File: src/rtl/hsd_pwm_pkg.sv
package hsd_pwm_pkg;

   // Role of a bridge leg: the leading leg is fixed to the counter,
   // the lagging leg is delayed by the dithered threshold.
   typedef enum logic [0:0] {
      LEG_LEAD = 1'b0,
      LEG_LAG  = 1'b1
   } leg_role_e;

   // Largest phase shift that keeps the lagging leg inside one period.
   function automatic int shift_limit(input int cnt_w);
      return (2 ** (cnt_w - 1)) - 1;
   endfunction

endpackage

File: src/rtl/hsd_period_counter.sv
module hsd_period_counter #(
   parameter int CNT_W = 5
) (
   input  logic             clk,
   input  logic             rst_n,
   output logic [CNT_W-1:0] cnt,
   output logic             wrap
);

   localparam logic [CNT_W-1:0] TERM = '1;

   logic [CNT_W-1:0] cnt_q;

   always_ff @(posedge clk or negedge rst_n) begin
      if (!rst_n) cnt_q <= '0;
      else        cnt_q <= cnt_q + 1'b1;
   end

   assign cnt  = cnt_q;
   assign wrap = (cnt_q == TERM);

   // the period restarts right after the terminal count
   p_wrap_restart_r2: assert property (@(posedge clk) disable iff (!rst_n)
      wrap |=> (cnt_q == '0));

   // the counter advances by one every clock between wraps
   p_count_step_r2: assert property (@(posedge clk) disable iff (!rst_n)
      !wrap |=> (cnt_q == $past(cnt_q) + 1'b1));

endmodule

File: src/rtl/hsd_duty_dither.sv
module hsd_duty_dither #(
   parameter int CNT_W     = 5,
   parameter int DUTY_W    = 11,
   parameter int MAX_SHIFT = 15
) (
   input  logic              clk,
   input  logic              rst_n,
   input  logic              wrap,
   input  logic              cmd_valid,
   input  logic [DUTY_W-1:0] cmd_duty,
   output logic [CNT_W-1:0]  shift
);

   localparam int            FRAC_W = DUTY_W - CNT_W;
   localparam logic [CNT_W:0] CAP   = (CNT_W + 1)'(MAX_SHIFT);

   logic [DUTY_W-1:0] pend_q;
   logic [DUTY_W-1:0] eff;
   logic [CNT_W-1:0]  coarse;
   logic              carry;
   logic [CNT_W:0]    raw;
   logic [CNT_W-1:0]  capped;
   logic [CNT_W-1:0]  shift_q;

   // A strobe on the wrap edge itself is applied to the coming period.
   assign eff    = cmd_valid ? cmd_duty : pend_q;
   assign coarse = eff[DUTY_W-1 -: CNT_W];

   always_ff @(posedge clk or negedge rst_n) begin
      if (!rst_n)         pend_q <= '0;
      else if (cmd_valid) pend_q <= cmd_duty;
   end

   generate
      if (FRAC_W > 0) begin : g_dither
         logic [FRAC_W-1:0] acc_q;
         logic [FRAC_W:0]   acc_sum;

         assign acc_sum = {1'b0, acc_q} + {1'b0, eff[FRAC_W-1:0]};
         assign carry   = acc_sum[FRAC_W];

         always_ff @(posedge clk or negedge rst_n) begin
            if (!rst_n)    acc_q <= '0;
            else if (wrap) acc_q <= acc_sum[FRAC_W-1:0];
         end
      end else begin : g_plain
         assign carry = 1'b0;
      end
   endgenerate

   assign raw    = {1'b0, coarse} + {{CNT_W{1'b0}}, carry};
   assign capped = (raw > CAP) ? CAP[CNT_W-1:0] : raw[CNT_W-1:0];

   always_ff @(posedge clk or negedge rst_n) begin
      if (!rst_n)    shift_q <= '0;
      else if (wrap) shift_q <= capped;
   end

   assign shift = shift_q;

   // the shift never leaves the half period
   p_shift_cap_r8: assert property (@(posedge clk) disable iff (!rst_n)
      ({1'b0, shift_q} <= CAP));

   // the threshold is constant inside a period
   p_hold_in_period_r9: assert property (@(posedge clk) disable iff (!rst_n)
      !wrap |=> $stable(shift_q));

   // the held command only moves on a strobe
   p_hold_cmd_r10: assert property (@(posedge clk) disable iff (!rst_n)
      !cmd_valid |=> $stable(pend_q));

   // a zero command gives a zero shift in the next period
   p_zero_cmd_r7: assert property (@(posedge clk) disable iff (!rst_n)
      (wrap && (eff == '0)) |=> (shift_q == '0));

endmodule

File: src/rtl/hsd_leg_gen.sv
module hsd_leg_gen #(
   parameter int CNT_W = 5,
   parameter int DEAD  = 2
) (
   input  logic             clk,
   input  logic             rst_n,
   input  logic [CNT_W-1:0] cnt,
   input  logic [CNT_W-1:0] offset,
   output logic             hi,
   output logic             lo
);

   localparam int               HALF   = 2 ** (CNT_W - 1);
   localparam logic [CNT_W-1:0] DEAD_V = CNT_W'(DEAD);
   localparam logic [CNT_W-1:0] HALF_V = CNT_W'(HALF);
   localparam logic [CNT_W-1:0] LO_ON  = CNT_W'(HALF + DEAD);

   logic [CNT_W-1:0] phase;
   logic             hi_d, lo_d;
   logic             hi_q, lo_q;

   // Modulo subtraction puts the leg's own period origin at 'offset'.
   assign phase = cnt - offset;
   assign hi_d  = (phase >= DEAD_V) && (phase < HALF_V);
   assign lo_d  = (phase >= LO_ON);

   always_ff @(posedge clk or negedge rst_n) begin
      if (!rst_n) begin
         hi_q <= 1'b0;
         lo_q <= 1'b0;
      end else begin
         hi_q <= hi_d;
         lo_q <= lo_d;
      end
   end

   assign hi = hi_q;
   assign lo = lo_q;

   // the two switches of a leg never conduct together
   p_leg_exclusive_r3: assert property (@(posedge clk) disable iff (!rst_n)
      !(hi_q && lo_q));

   // the lower switch is still off when the upper one releases
   p_dead_after_hi_r3: assert property (@(posedge clk) disable iff (!rst_n)
      $fell(hi_q) |-> !lo_q);

   // the upper switch is still off when the lower one releases
   p_dead_after_lo_r4: assert property (@(posedge clk) disable iff (!rst_n)
      $fell(lo_q) |-> !hi_q);

endmodule

File: src/rtl/hsd_pwm_bridge.sv
module hsd_pwm_bridge #(
   parameter int CNT_W  = 5,
   parameter int DUTY_W = 11,
   parameter int DEAD   = 2
) (
   input  logic              clk,
   input  logic              rst_n,
   input  logic              duty_valid,
   input  logic [DUTY_W-1:0] duty_cmd,
   output logic              sw_a,
   output logic              sw_b,
   output logic              sw_c,
   output logic              sw_d
);

   import hsd_pwm_pkg::*;

   localparam int HALF      = 2 ** (CNT_W - 1);
   localparam int MAX_SHIFT = shift_limit(CNT_W);
   localparam int N_LEG     = 2;

   generate
      if (CNT_W < 3) begin : g_bad_cnt
         $error("CNT_W must be at least 3");
      end
      if (DUTY_W < CNT_W) begin : g_bad_duty
         $error("DUTY_W must not be below CNT_W");
      end
      if ((DEAD < 1) || (DEAD >= HALF / 2)) begin : g_bad_dead
         $error("DEAD must lie in 1 .. HALF/2-1");
      end
   endgenerate

   logic [CNT_W-1:0] cnt;
   logic             wrap;
   logic [CNT_W-1:0] shift;
   logic [N_LEG-1:0] hi_v;
   logic [N_LEG-1:0] lo_v;

   hsd_period_counter #(.CNT_W(CNT_W)) i_counter (
      .clk  (clk),
      .rst_n(rst_n),
      .cnt  (cnt),
      .wrap (wrap)
   );

   hsd_duty_dither #(
      .CNT_W    (CNT_W),
      .DUTY_W   (DUTY_W),
      .MAX_SHIFT(MAX_SHIFT)
   ) i_dither (
      .clk      (clk),
      .rst_n    (rst_n),
      .wrap     (wrap),
      .cmd_valid(duty_valid),
      .cmd_duty (duty_cmd),
      .shift    (shift)
   );

   generate
      for (genvar g = 0; g < N_LEG; g++) begin : g_leg
         localparam leg_role_e ROLE = (g == 0) ? LEG_LEAD : LEG_LAG;
         logic [CNT_W-1:0] off;

         if (ROLE == LEG_LEAD) begin : g_lead
            assign off = '0;
         end else begin : g_lag
            assign off = shift;
         end

         hsd_leg_gen #(.CNT_W(CNT_W), .DEAD(DEAD)) i_leg (
            .clk   (clk),
            .rst_n (rst_n),
            .cnt   (cnt),
            .offset(off),
            .hi    (hi_v[g]),
            .lo    (lo_v[g])
         );
      end
   endgenerate

   assign sw_a = hi_v[0];
   assign sw_b = lo_v[0];
   assign sw_c = hi_v[1];
   assign sw_d = lo_v[1];

   // with no shift both upper switches turn on together
   p_zero_shift_r7: assert property (@(posedge clk) disable iff (!rst_n)
      ($rose(sw_a) && (shift == '0)) |-> $rose(sw_c));

   // with a shift the lagging leg is not yet on when the lead starts
   p_lag_late_r5: assert property (@(posedge clk) disable iff (!rst_n)
      ($rose(sw_a) && (shift != '0)) |-> !sw_c);

   // lagging leg switches are exclusive at the ports
   p_cd_exclusive_r4: assert property (@(posedge clk) disable iff (!rst_n)
      !(sw_c && sw_d));

endmodule

File: config.mk
export PLATFORM = sky130hd
export DESIGN_NAME = hsd_pwm_bridge
export DESIGN_NICKNAME = d
export VERILOG_FILES = /design/src/rtl/hsd_pwm_pkg.sv /design/src/rtl/hsd_period_counter.sv /design/src/rtl/hsd_duty_dither.sv /design/src/rtl/hsd_leg_gen.sv /design/src/rtl/hsd_pwm_bridge.sv
export SDC_FILE = /design/constraint.sdc
export NUM_CORES = 1
export LEC_CHECK = 0
export ABC_AREA = 1
export BUFFER_PORTS_ARGS = -buffer_cell sky130_fd_sc_hd__buf_4
export CAP_MARGIN = 25
export CORE_AREA = 2 2 61 63
export CTS_CLUSTER_DIAMETER = 30
export DETAILED_ROUTE_END_ITERATION = 8
export DIE_AREA = 0 0 63 65
export MAX_ROUTING_LAYER = met4
export PLACE_DENSITY = 0.74
export SYNTH_ARGS = -nofsm -noshare
export SYNTH_HDL_FRONTEND = slang
export SYNTH_HIERARCHICAL = 1
export SYNTH_SLANG_ARGS = --single-unit
File: constraint.sdc
create_clock -name clk -period 3.3 [get_ports clk]
set_input_delay 0.66 -clock clk [delete_from_list [all_inputs] [get_ports clk]]
set_output_delay 0.66 -clock clk [all_outputs]
set_load 0.005 [all_outputs]
==> reports/results.ini <==
[status]
status=finished clean

[floorplanning]
rows=22
dieHeight_um=65
ios=18
start_util_pct=55.51
die_area_mm2=0.004095
chipWidth_um=63
core_mm2=0.003496

[worst_setup_path]
critPathLaunchType=input pin
r2r_cells=16
worst_setup_path_end_kind=flip-flop
reg2reg_to=i_dither/shift[0]
required_ns=3.56
path_class=in -> reg
r2r-start=i_dither/pend_q[0]
crit_start=duty_valid
r2r_slack_ns=0.65
worst-path-buf-inv=4
path_max_fanout=14
cp.depth=18
cp_slowest_cell=fa_1
cp_top_family=adder cells
worstPathCellList=buf_4, inv_4, nand2_1, nand2_1, ha_1, inv_1, fa_1, o21ai_1, a21oi_1, o21bai_1, ha_1, ha_1, inv_1, nor2_4, nand2_2, nand2_2, nand2_2, a21oi_2
slowest_delay_ns=0.41
worst_ep_arrival_time_ns=3.21

[logic_synthesis]
synthFlopType=dfrtp_1
synth_edf_count=0
yosysMostFrequentCell=nand2_1
synth.top_cells.by_area=dfrtp_1 (40%), nand2_1 (13%), ha_1 (12%), inv_1 (7.0%), nand3_1 (4.6%)
ys_ff_latch=31
ys_seq_area_share_pct=39.97
synthCells=239
syn_area_mm2=0.001941
synth_top_area_share_pct=39.97
yosysTopAreaCell=dfrtp_1
ys_top_cells_by_count=nand2_1 (68), inv_1 (36), dfrtp_1 (31)
ys_async_sr_fraction_pct=100.0
synth_cell_type_count=30
yosysWarnings=6
synth.avg_cell_area_um2=8.120

[timing]
finClkSkew_ns=0.008582
min_period_ns=2.953
max_freq_ghz=0.3387
setup_viol=0
min_period_over_period_pct=89.48
rsz0062_at_grt=false
slew_viol_final=0
fin_setup_tns_ns=0
hold_viol=0

[power_and_ir_drop]
comb_power_share_pct=25.6
intPower_uw=641.3
power_frac_seq_pct=47.1
vdd_ir_drop_max_mv=0.2223
leakage_uw=0.001223
switching_share_pct=30.55
clock_power_share_pct=27.3
pwr_density_cell_mw_per_mm2=419.6
p_switching_uw=282.1

[clock_tree]
cts_buffer_depth=2
htree_levels=2
clk_pin_slew_ns=0.10
cts_hold_buffers=0
numCtsBuffers=5
clock-sinks=31
root_buffer=clkbuf_4
postCtsSetupBuffers=0
clk_latency_ns=0.33
tritoncts=built
postCtsResizedCells=0

[route]
dr_total_vias=1545
vias_per_cell=4.905
drtPass1Iterations=4
wl_per_cell_um=11.29
drc=0
wl_mm=3.556
ant_nets=0
drt_iter0_drc=57

[global_route]
grt_antenna_before_repair=0
grt_max_degree=32
grt_overflow_total=0
track_usage_pct=21.38
grt_pass1_vias=1511
grt_pass1_wl_mm=6.472

[final_layout]
insertedDiodeCount=0
regArea_um2=775.7
fin_cells=315
fillCellCount=323
syn_to_final_growth_pct=13.41
drive_gt1_share_pct=15.36
multi_input_area_mm2=0.001015
finalNetCount=301

[placed_design]
port_buffers=17
place.gp.congestion=0.9565
hpwl_mm=2.701
dp_cells=307

[worst_hold_path]
hold_class=in -> async

[flow_run]
cap_violations=0

flip-flops by register name, summed over array words and instances, names as in the netlist:
register / count
i_dither/pend_q: 11
i_dither/g_dither.acc_q: 6
i_counter/cnt: 5
i_dither/shift: 5
g_leg.i_leg/hi: 2
g_leg.i_leg/lo: 2
power groups by stage:
stage	logic (uW)	clock network, uW	registers, uW
3_5_place_dp	235	0	441
5_1_grt	276	276	439
4_1_cts	237	261	434
6_report	236	252	435
3_3_place_gp	229	0	441
2_1_floorplan	169	0	438
area by class of cell:
type	count	share of cell area (%)
multi-input combinational	171	46.11
sequential	31	35.25
inverter	40	6.993
timing repair buffer	17	5.799
clock buffer	8	3.127
tap	48	2.729
worst register-to-register path, cell delays in order (launching register included):
cell,delay [ns]
dfrtp_1,0.34
nand2_1,0.05
nand2_1,0.08
ha_1,0.21
inv_1,0.08
fa_1,0.41
o21ai_1,0.23
a21oi_1,0.09
o21bai_1,0.15
ha_1,0.23
ha_1,0.19
inv_1,0.08
nor2_4,0.12
nand2_2,0.06
nand2_2,0.06
nand2_2,0.08
a21oi_2,0.12
how the worst max path moves through the flow:
stage | end | slack (ns)
2_1_floorplan | i_dither/shift[0] | 0.49
3_3_place_gp | i_dither/shift[0] | 0.16
3_5_place_dp | i_dither/shift[0] | 0.04
4_1_cts | i_dither/shift[0] | 0.37
5_1_grt | i_dither/shift[0] | 0.11
6_report | i_dither/shift[0] | 0.35
metrics by stage:
step	util, %	cell area, um^2	worst slack (ns)	hold slack (ns)	total power [uW]
final	62.96	2201	0.3471	0.2507	923.4
after global routing	62.96	2201	0.1119	0.2678	991.1
after CTS	62.96	2201	0.3748	0.2383	932.2
after detailed placement	60.99	2132	0.03848	0.4808	676.0
after global placement	60.99	2132	0.1644	0.4613	669.7
after floorplan	-	1959	0.4906	0.3644	607.4
cells in the final DEF (no fill, tap or decap), types with 2 or more instances in the layout:
cell type | synthesis | layout
nand2_4 | 3 | 3
a21oi_2 | 3 | 3
o21ai_1 | 4 | 4
a21oi_1 | 9 | 9
nand2_1 | 68 | 68
clkbuf_4 | 0 | 5
xnor2_1 | 3 | 3
nand3_1 | 18 | 18
buf_4 | 0 | 17
conb_1 | 1 | 6
ha_1 | 18 | 18
nor2_1 | 13 | 13
inv_1 | 36 | 36
nand4_1 | 5 | 5
clkinv_1 | 2 | 2
nand2_2 | 5 | 5
clkbuf_8 | 0 | 2
a31oi_1 | 2 | 2
xor2_1 | 3 | 3
dfrtp_1 | 31 | 31
fa_1 | 3 | 3
routing by layer:
metal	global-route usage (%)	up-vias	routed length (um)
li1	-	796	-
met1	25.68	717	1672
met2	33.91	25	1689
met3	5.729	7	136
met4	9.722	0	57
met5	-	-	0
logic make-up after synthesis:
kind of cell / share of synthesized area (%)
xor gates and xnor gates: 2.708
AOI/OAI and AO/OA: 6.834
buffers and inverters: 8.704
and+or+nand+nor: 26.89
other: 0.1932
DFF: 39.97
adders and majority gates: 14.70
Power figures use the tool's default switching activity.
